## config.mk

```make
export PLATFORM = sky130hd
export DESIGN_NAME = gpcfg_regs
export DESIGN_NICKNAME = d
export VERILOG_FILES = /design/src/rtl/gpcfg_pkg.sv /design/src/rtl/gpcfg_decode.sv /design/src/rtl/gpcfg_lock_fsm.sv /design/src/rtl/gpcfg_plain_bank.sv /design/src/rtl/gpcfg_regs.sv
export SDC_FILE = /design/constraint.sdc
export NUM_CORES = 1
export LEC_CHECK = 0
export BUFFER_PORTS_ARGS = -buffer_cell sky130_fd_sc_hd__buf_4
export CORE_AREA = 10 10 119 121
export CTS_CLUSTER_DIAMETER = 30
export DETAILED_ROUTE_END_ITERATION = 10
export DIE_AREA = 0 0 129 131
export GPL_ROUTABILITY_DRIVEN = 0
export PLACE_DENSITY_LB_ADDON = 0.2
export SYNTH_ARGS = -nofsm -noshare
export SYNTH_HDL_FRONTEND = slang
export SYNTH_SLANG_ARGS = --single-unit
```

## constraint.sdc

```tcl
create_clock -name clk -period 4.2 [get_ports clk]
set_input_delay 0.84 -clock clk [delete_from_list [all_inputs] [get_ports clk]]
set_output_delay 0.84 -clock clk [all_outputs]
set_load 0.01 [all_outputs]
```

## src/rtl/gpcfg_pkg.sv

```systemverilog
package gpcfg_pkg;

    typedef enum logic [2:0] {
        RG_BAD, RG_ALTFN, RG_PLAIN, RG_LOCK, RG_COMMIT, RG_IDENT
    } region_e;

    typedef enum logic {ST_LOCKED, ST_OPEN} lock_state_e;

    localparam int ADDR_W  = 10;
    localparam int N_PLAIN = 9;

    // plain slots 0..7 sit at consecutive words from 0x140, slot 8 at 0x14A
    function automatic logic [ADDR_W-1:0] plain_waddr(input int slot);
        return (slot == N_PLAIN - 1) ? 10'h14A : 10'h140 + 10'(slot);
    endfunction

    function automatic logic [7:0] ident_byte(input logic ext, input logic [3:0] idx);
        logic [7:0] b;
        case (idx)
            4'd4:    b = 8'h61;
            4'd5:    b = ext ? 8'h00 : 8'h10;
            4'd6:    b = ext ? 8'h18 : 8'h04;
            4'd7:    b = ext ? 8'h01 : 8'h00;
            4'd8:    b = 8'h0D;
            4'd9:    b = 8'hF0;
            4'd10:   b = 8'h05;
            4'd11:   b = 8'hB1;
            default: b = 8'h00;
        endcase
        return b;
    endfunction

endpackage

```

## src/rtl/gpcfg_decode.sv

```systemverilog
module gpcfg_decode
    import gpcfg_pkg::*;
#(
    parameter bit EXTENDED = 1'b1
) (
    input  logic [ADDR_W-1:0]  waddr,
    output region_e            region,
    output logic [N_PLAIN-1:0] plain_hit,
    output logic [3:0]         ident_idx
);
    localparam logic [ADDR_W-1:0] W_ALTFN  = 10'h108;
    localparam logic [ADDR_W-1:0] W_LOCK   = 10'h148;
    localparam logic [ADDR_W-1:0] W_COMMIT = 10'h149;
    localparam logic [ADDR_W-1:0] W_RSVD   = EXTENDED ? 10'h14B : 10'h109;
    localparam logic [ADDR_W-1:0] W_IDENT  = 10'h3F4;

    for (genvar i = 0; i < N_PLAIN; i++) begin : g_hit
        if (plain_waddr(i) < W_RSVD) begin : g_live
            assign plain_hit[i] = (waddr == plain_waddr(i));
        end else begin : g_dead
            assign plain_hit[i] = 1'b0;
        end
    end

    always_comb begin
        region = RG_BAD;
        if (|plain_hit)                                 region = RG_PLAIN;
        else if (waddr == W_ALTFN)                      region = RG_ALTFN;
        else if (waddr == W_LOCK   && W_LOCK   < W_RSVD) region = RG_LOCK;
        else if (waddr == W_COMMIT && W_COMMIT < W_RSVD) region = RG_COMMIT;
        else if (waddr >= W_IDENT)                      region = RG_IDENT;
    end

    assign ident_idx = 4'(waddr - W_IDENT);

endmodule

```

## src/rtl/gpcfg_lock_fsm.sv

```systemverilog
module gpcfg_lock_fsm
    import gpcfg_pkg::*;
#(
    parameter int          DATA_W = 32,
    parameter logic [31:0] KEY    = 32'h0ACCE551
) (
    input  logic              clk,
    input  logic              rst_n,
    input  logic              lock_wr,
    input  logic [DATA_W-1:0] wdata,
    output logic              is_locked
);
    localparam logic [DATA_W-1:0] KEY_W = DATA_W'(KEY);

    lock_state_e state_q, state_d;

    always_comb begin
        state_d = state_q;
        unique case (state_q)
            ST_LOCKED: if (lock_wr && wdata == KEY_W) state_d = ST_OPEN;   // KEY_MATCH
            ST_OPEN:   if (lock_wr && wdata != KEY_W) state_d = ST_LOCKED; // KEY_MISS
        endcase
    end

    always_ff @(posedge clk or negedge rst_n) begin
        if (!rst_n) state_q <= ST_LOCKED;
        else        state_q <= state_d;
    end

    always_comb begin
        unique case (state_q)
            ST_LOCKED: is_locked = 1'b1;
            ST_OPEN:   is_locked = 1'b0;
        endcase
    end

    AST_OPEN_NEEDS_KEY: assert property (@(posedge clk) disable iff (!rst_n)
        (state_q == ST_OPEN && $past(state_q) == ST_LOCKED) |-> $past(lock_wr && wdata == KEY_W));
    AST_MISS_LOCKS: assert property (@(posedge clk) disable iff (!rst_n)
        (lock_wr && wdata != KEY_W) |=> (state_q == ST_LOCKED));

endmodule

```

## src/rtl/gpcfg_plain_bank.sv

```systemverilog
module gpcfg_plain_bank
    import gpcfg_pkg::*;
#(
    parameter int PINS = 8
) (
    input  logic                          clk,
    input  logic                          rst_n,
    input  logic                          wr_en,
    input  logic [N_PLAIN-1:0]            plain_hit,
    input  logic [PINS-1:0]               wdata,
    output logic [N_PLAIN-1:0][PINS-1:0]  q
);
    for (genvar i = 0; i < N_PLAIN; i++) begin : g_reg
        localparam logic [PINS-1:0] RST_VAL = (i == 0) ? '1 : '0;
        always_ff @(posedge clk or negedge rst_n) begin
            if (!rst_n)                     q[i] <= RST_VAL;
            else if (wr_en && plain_hit[i]) q[i] <= wdata;
        end
    end

    AST_PLAIN_HOLD: assert property (@(posedge clk) disable iff (!rst_n)
        !wr_en |=> $stable(q));

endmodule

```

## src/rtl/gpcfg_regs.sv

```systemverilog
module gpcfg_regs
    import gpcfg_pkg::*;
#(
    parameter bit          EXTENDED   = 1'b1,
    parameter int          PINS       = 8,
    parameter int          DATA_W     = 32,
    parameter logic [31:0] UNLOCK_KEY = 32'h0ACCE551
) (
    input  logic              clk,
    input  logic              rst_n,
    input  logic              bus_valid,
    input  logic              bus_write,
    input  logic [9:0]        bus_waddr,
    input  logic [DATA_W-1:0] bus_wdata,
    output logic [DATA_W-1:0] bus_rdata,
    output logic              bus_err,
    output logic [PINS-1:0]   cfg_altfn,
    output logic [PINS-1:0]   cfg_commit,
    output logic [PINS-1:0]   cfg_drive2,
    output logic [PINS-1:0]   cfg_drive4,
    output logic [PINS-1:0]   cfg_drive8,
    output logic [PINS-1:0]   cfg_opendrain,
    output logic [PINS-1:0]   cfg_pullup,
    output logic [PINS-1:0]   cfg_pulldown,
    output logic [PINS-1:0]   cfg_slew,
    output logic [PINS-1:0]   cfg_digen,
    output logic [PINS-1:0]   cfg_analog
);
    region_e                      region;
    logic [N_PLAIN-1:0]           plain_hit;
    logic [3:0]                   ident_idx;
    logic [N_PLAIN-1:0][PINS-1:0] plain_q;
    logic [PINS-1:0]              altfn_q, commit_q, plain_rd;
    logic [DATA_W-1:0]            rd_mux;
    logic                         is_locked, wr_en, rd_en, reject;

    assign wr_en = bus_valid &&  bus_write;
    assign rd_en = bus_valid && !bus_write;

    gpcfg_decode #(.EXTENDED(EXTENDED)) u_decode (
        .waddr(bus_waddr), .region(region), .plain_hit(plain_hit), .ident_idx(ident_idx)
    );

    gpcfg_lock_fsm #(.DATA_W(DATA_W), .KEY(UNLOCK_KEY)) u_lock (
        .clk(clk), .rst_n(rst_n), .lock_wr(wr_en && region == RG_LOCK),
        .wdata(bus_wdata), .is_locked(is_locked)
    );

    gpcfg_plain_bank #(.PINS(PINS)) u_bank (
        .clk(clk), .rst_n(rst_n), .wr_en(wr_en), .plain_hit(plain_hit),
        .wdata(bus_wdata[PINS-1:0]), .q(plain_q)
    );

    always_ff @(posedge clk or negedge rst_n) begin
        if (!rst_n) begin
            altfn_q  <= '0;
            commit_q <= '1;
        end else begin
            if (wr_en && region == RG_ALTFN)
                altfn_q <= (altfn_q & ~commit_q) | (bus_wdata[PINS-1:0] & commit_q);
            if (wr_en && region == RG_COMMIT && !is_locked)
                commit_q <= bus_wdata[PINS-1:0];
        end
    end

    always_comb begin
        plain_rd = '0;
        for (int i = 0; i < N_PLAIN; i++)
            if (plain_hit[i]) plain_rd = plain_rd | plain_q[i];
    end

    always_comb begin
        unique case (region)
            RG_ALTFN:  rd_mux = DATA_W'(altfn_q);
            RG_PLAIN:  rd_mux = DATA_W'(plain_rd);
            RG_LOCK:   rd_mux = DATA_W'(is_locked);
            RG_COMMIT: rd_mux = DATA_W'(commit_q);
            RG_IDENT:  rd_mux = DATA_W'(ident_byte(EXTENDED, ident_idx));
            default:   rd_mux = '0;
        endcase
    end

    assign reject = bus_valid && (region == RG_BAD || (bus_write && region == RG_IDENT));

    always_ff @(posedge clk or negedge rst_n) begin
        if (!rst_n) begin
            bus_rdata <= '0;
            bus_err   <= 1'b0;
        end else begin
            if (rd_en) bus_rdata <= rd_mux;
            bus_err <= reject;
        end
    end

    assign cfg_altfn     = altfn_q;
    assign cfg_commit    = commit_q;
    assign cfg_drive2    = plain_q[0];
    assign cfg_drive4    = plain_q[1];
    assign cfg_drive8    = plain_q[2];
    assign cfg_opendrain = plain_q[3];
    assign cfg_pullup    = plain_q[4];
    assign cfg_pulldown  = plain_q[5];
    assign cfg_slew      = plain_q[6];
    assign cfg_digen     = plain_q[7];
    assign cfg_analog    = plain_q[8];

    AST_COMMIT_GUARD: assert property (@(posedge clk) disable iff (!rst_n)
        (commit_q != $past(commit_q)) |-> !$past(is_locked));
    AST_ALTFN_MASK: assert property (@(posedge clk) disable iff (!rst_n)
        ((altfn_q ^ $past(altfn_q)) & ~$past(commit_q)) == '0);
    AST_ERR_FROM_ACCESS: assert property (@(posedge clk) disable iff (!rst_n)
        bus_err |-> $past(bus_valid));
    AST_RSVD_READ_ZERO: assert property (@(posedge clk) disable iff (!rst_n)
        ($past(rd_en) && $past(region) == RG_BAD) |-> (bus_rdata == '0));

endmodule

```

==> flow_summary.toml <==
[power_and_ir_drop]
powerDensity_mw_per_mm2 = 292
power_mw = 1.91
peakVddDrop_mv = 0.159
leakage_nw = 3.21

[critical_path]
critPathArrivalTime_ps = 3220
regToRegStartpoint = "u_bank.q[41]"
crit_cells = 7
crit_path_start = "bus_waddr[0]"
critPathKind = "input port to flip-flop"
path_cells = "buf_4 > ha_1 > or4_4 > and2_4 > nor4_4 > and4_4 > mux2_4"
critPathTopFamily = "simple AND/OR/NAND/NOR gates"
critPathBufInv = 1
rr_worst_depth = 5
cp.required_ps = 4470
critical-path-slowest-cell = "or4_4"
critPathMaxFanout = 19
r2r_slack_ps = 2440
cp-end-kind = "flip-flop"
regToRegEndpoint = "bus_rdata[1]"
start_kind = "input port"
max_stage_delay_ps = 640
endpoint = "cfg_commit[4]"

[floorplan]
start_util_pct = 44.1
coreArea_mm2 = 0.0118
die_w_um = 129
die_h_um = 131
ios = 167
dieArea_mm2 = 0.0169
rows = 40

[clock_tree]
cts_buffers = 9
post_cts_resized = 0
cts_sinks = 98
clk_pin_slew_ps = 70
cts_tree = "built"
htreeDepth = 3
ctsHoldBuffers = 0
root_buffer = "clkbuf_16"
post_cts_buffers = 0
clock_latency_ps = 350
clockBufferDepth = 2

[grt]
grt_pass1_vias = 4274
antenna_found_initial = 0
track_usage_pct = 19.2
grt_max_degree = 86
overflow = 0
grt_pass1_wl_mm = 24.9

[min_path]
hp-class = "flip-flop to flip-flop"

[timing]
layout_setup_ws_ps = 1260
hold_slack_ps = 489
tns_ps = 0
final_max_slew_viol_count = 0
rsz0062_at_grt = "no"
clock.fmax_mhz = 340
setup_violations = 0
min_period_over_period_pct = 70.1
fin_skew_ps = 7.47
min_period_ps = 2940
max_slew_margin_pct = 27.5
hold_violations = 0
worst_pin_slew_ps = 1090

[placement]
dp_slack_ps = 910
port-buffer-count = 142
hpwl_mm = 12.2

[routing]
vias = 4107
wirelength_mm = 16.6
firstDrtPassIters = 5
wl_per_cell_um = 23.4
drt_iter0_drc = 440
via_per_inst = 5.79
ant_nets = 0
drc_errors = 0

[finish]
area_delta_synth_final_pct = 26.0
fin_util_pct = 55.5
n_antenna_cell = 0
layout-drive-gt1-share_pct = 48.2
nets = 612
nFillCells = 1022

[synthesis]
synth_top_family_by_area = "multiplexers"
synth_seq_cells = 98
yosys.area_share.simple_pct = 10.9
synth.area.mux_share_pct = 20.1
yosysMostFrequentCell = "dfrtp_1"
yosysSeqAreaShare_pct = 47.5
syn-cell-area_mm2 = 0.00520
yosys_warnings = 0
yosys-top-cells-area = "dfrtp_1, mux2_2, dfstp_2, buf_4, mux2_1"
synth_top_area_share_pct = 39.4
synth_compound_area_share_pct = 12.7
yosys.area.top_type = "dfrtp_1"
synth.distinct_cells = 63
synth_fa_ha_area_share_pct = 2.16
syn-mean-instance-area_um2 = 12.2
ys_async_sr_fraction_pct = 100
synth_xor_area_share_pct = 0
ys.flop_type = "dfrtp_1"
yosys-top-cells-count = "dfrtp_1, mux2_2, nand2_1"
synth_edf_count = 0
synth_cells = 428

[run_status]
status = "complete, no violations"

[flow_run]
max-cap-violations = 0
-- tightest hold or removal path, stage by stage (launching register included) --
cell	delay, ps
dfrtp_1	350
nand2_1	50
o21ai_0	60
-- how the worst min path moves through the flow --
stage / from / to / depth (start not counted) / slack (ps)
6_report: bus_rdata[6] / bus_rdata[6] / 2 / 490
3_5_place_dp: bus_rdata[6] / bus_rdata[6] / 2 / 480
3_3_place_gp: bus_rdata[5] / bus_rdata[5] / 2 / 470
4_1_cts: bus_rdata[6] / bus_rdata[6] / 2 / 490
2_1_floorplan: flip-flop / flip-flop / 1 / 500
5_1_grt: bus_rdata[5] / bus_rdata[5] / 2 / 530
-- area by class of cell --
cell class,count,area (µm²),area share [%]
clock buffer,12,256,3.91
clock inverter,4,26.3,0.401
inverter,8,30.0,0.458
multi-input combinational,291,2470,37.7
sequential,98,2470,37.7
tap,147,184,2.80
timing repair buffer,149,1120,17.1
-- per-layer routing --
metal	GRT usage, %	up-vias	part of all wire, %
met2	30.2	191	47
met5	0	-	0
met1	24.4	2073	42
met3	5.84	20	9.0
met4	6.76	0	1.8
li1	-	1823	-
-- per-stage QoR --
step           instance area (µm²)  instances
6_report                      6560        709
5_1_grt                       6560        709
4_1_cts                       6560        709
3_5_place_dp                  6280        693
3_3_place_gp                  6280        693
2_1_floorplan                 5290        451
-- sequential cells by signal, summed over array words and instances, names as in the netlist, named ones only --
| signal | flops |
|---|---|
| bus_err | 1 |
| u_bank.q | 72 |
| bus_rdata | 8 |
| cfg_commit | 8 |
-- kinds of logic (layout without fill, tap and decap cells) --
kind of cell / Yosys count / in the layout
AO/OA/AOI/OAI: 81 / 81
AND/OR/NAND/NOR: 87 / 87
other: 1 / 24
multiplexers: 90 / 90
adder cells (fa/ha/maj): 9 / 9
buffers and inverters: 62 / 173
flip-flops: 98 / 98
-- placed cells by master (no fill, tap or decap), types with 3 or more instances in the layout --
master and n:
a32oi_1 4, a222oi_1 11, nand3_1 8, conb_1 24, nor2_1 3, nand4_1 3
ha_1 9, nor4bb_1 5, inv_1 8, clkbuf_16 9, nand3_2 7, buf_4 149
a22o_1 16, dfstp_2 16, a22oi_1 13, mux2_2 66, o21ai_0 5, nor3_1 3
dfrtp_1 82, a21oi_1 10, mux2_4 8, a211oi_1 3, nand2_1 31, nand2b_1 4
mux2_1 16
-- power breakdown --
part	internal, mW	total (mW)	switching, mW
Combinational	0.0602	0.169	0.109
Clock	0.433	0.789	0.355
Sequential	0.951	0.956	0.00545
Total	1.44	1.91	0.470
Power figures use the tool's default switching activity.
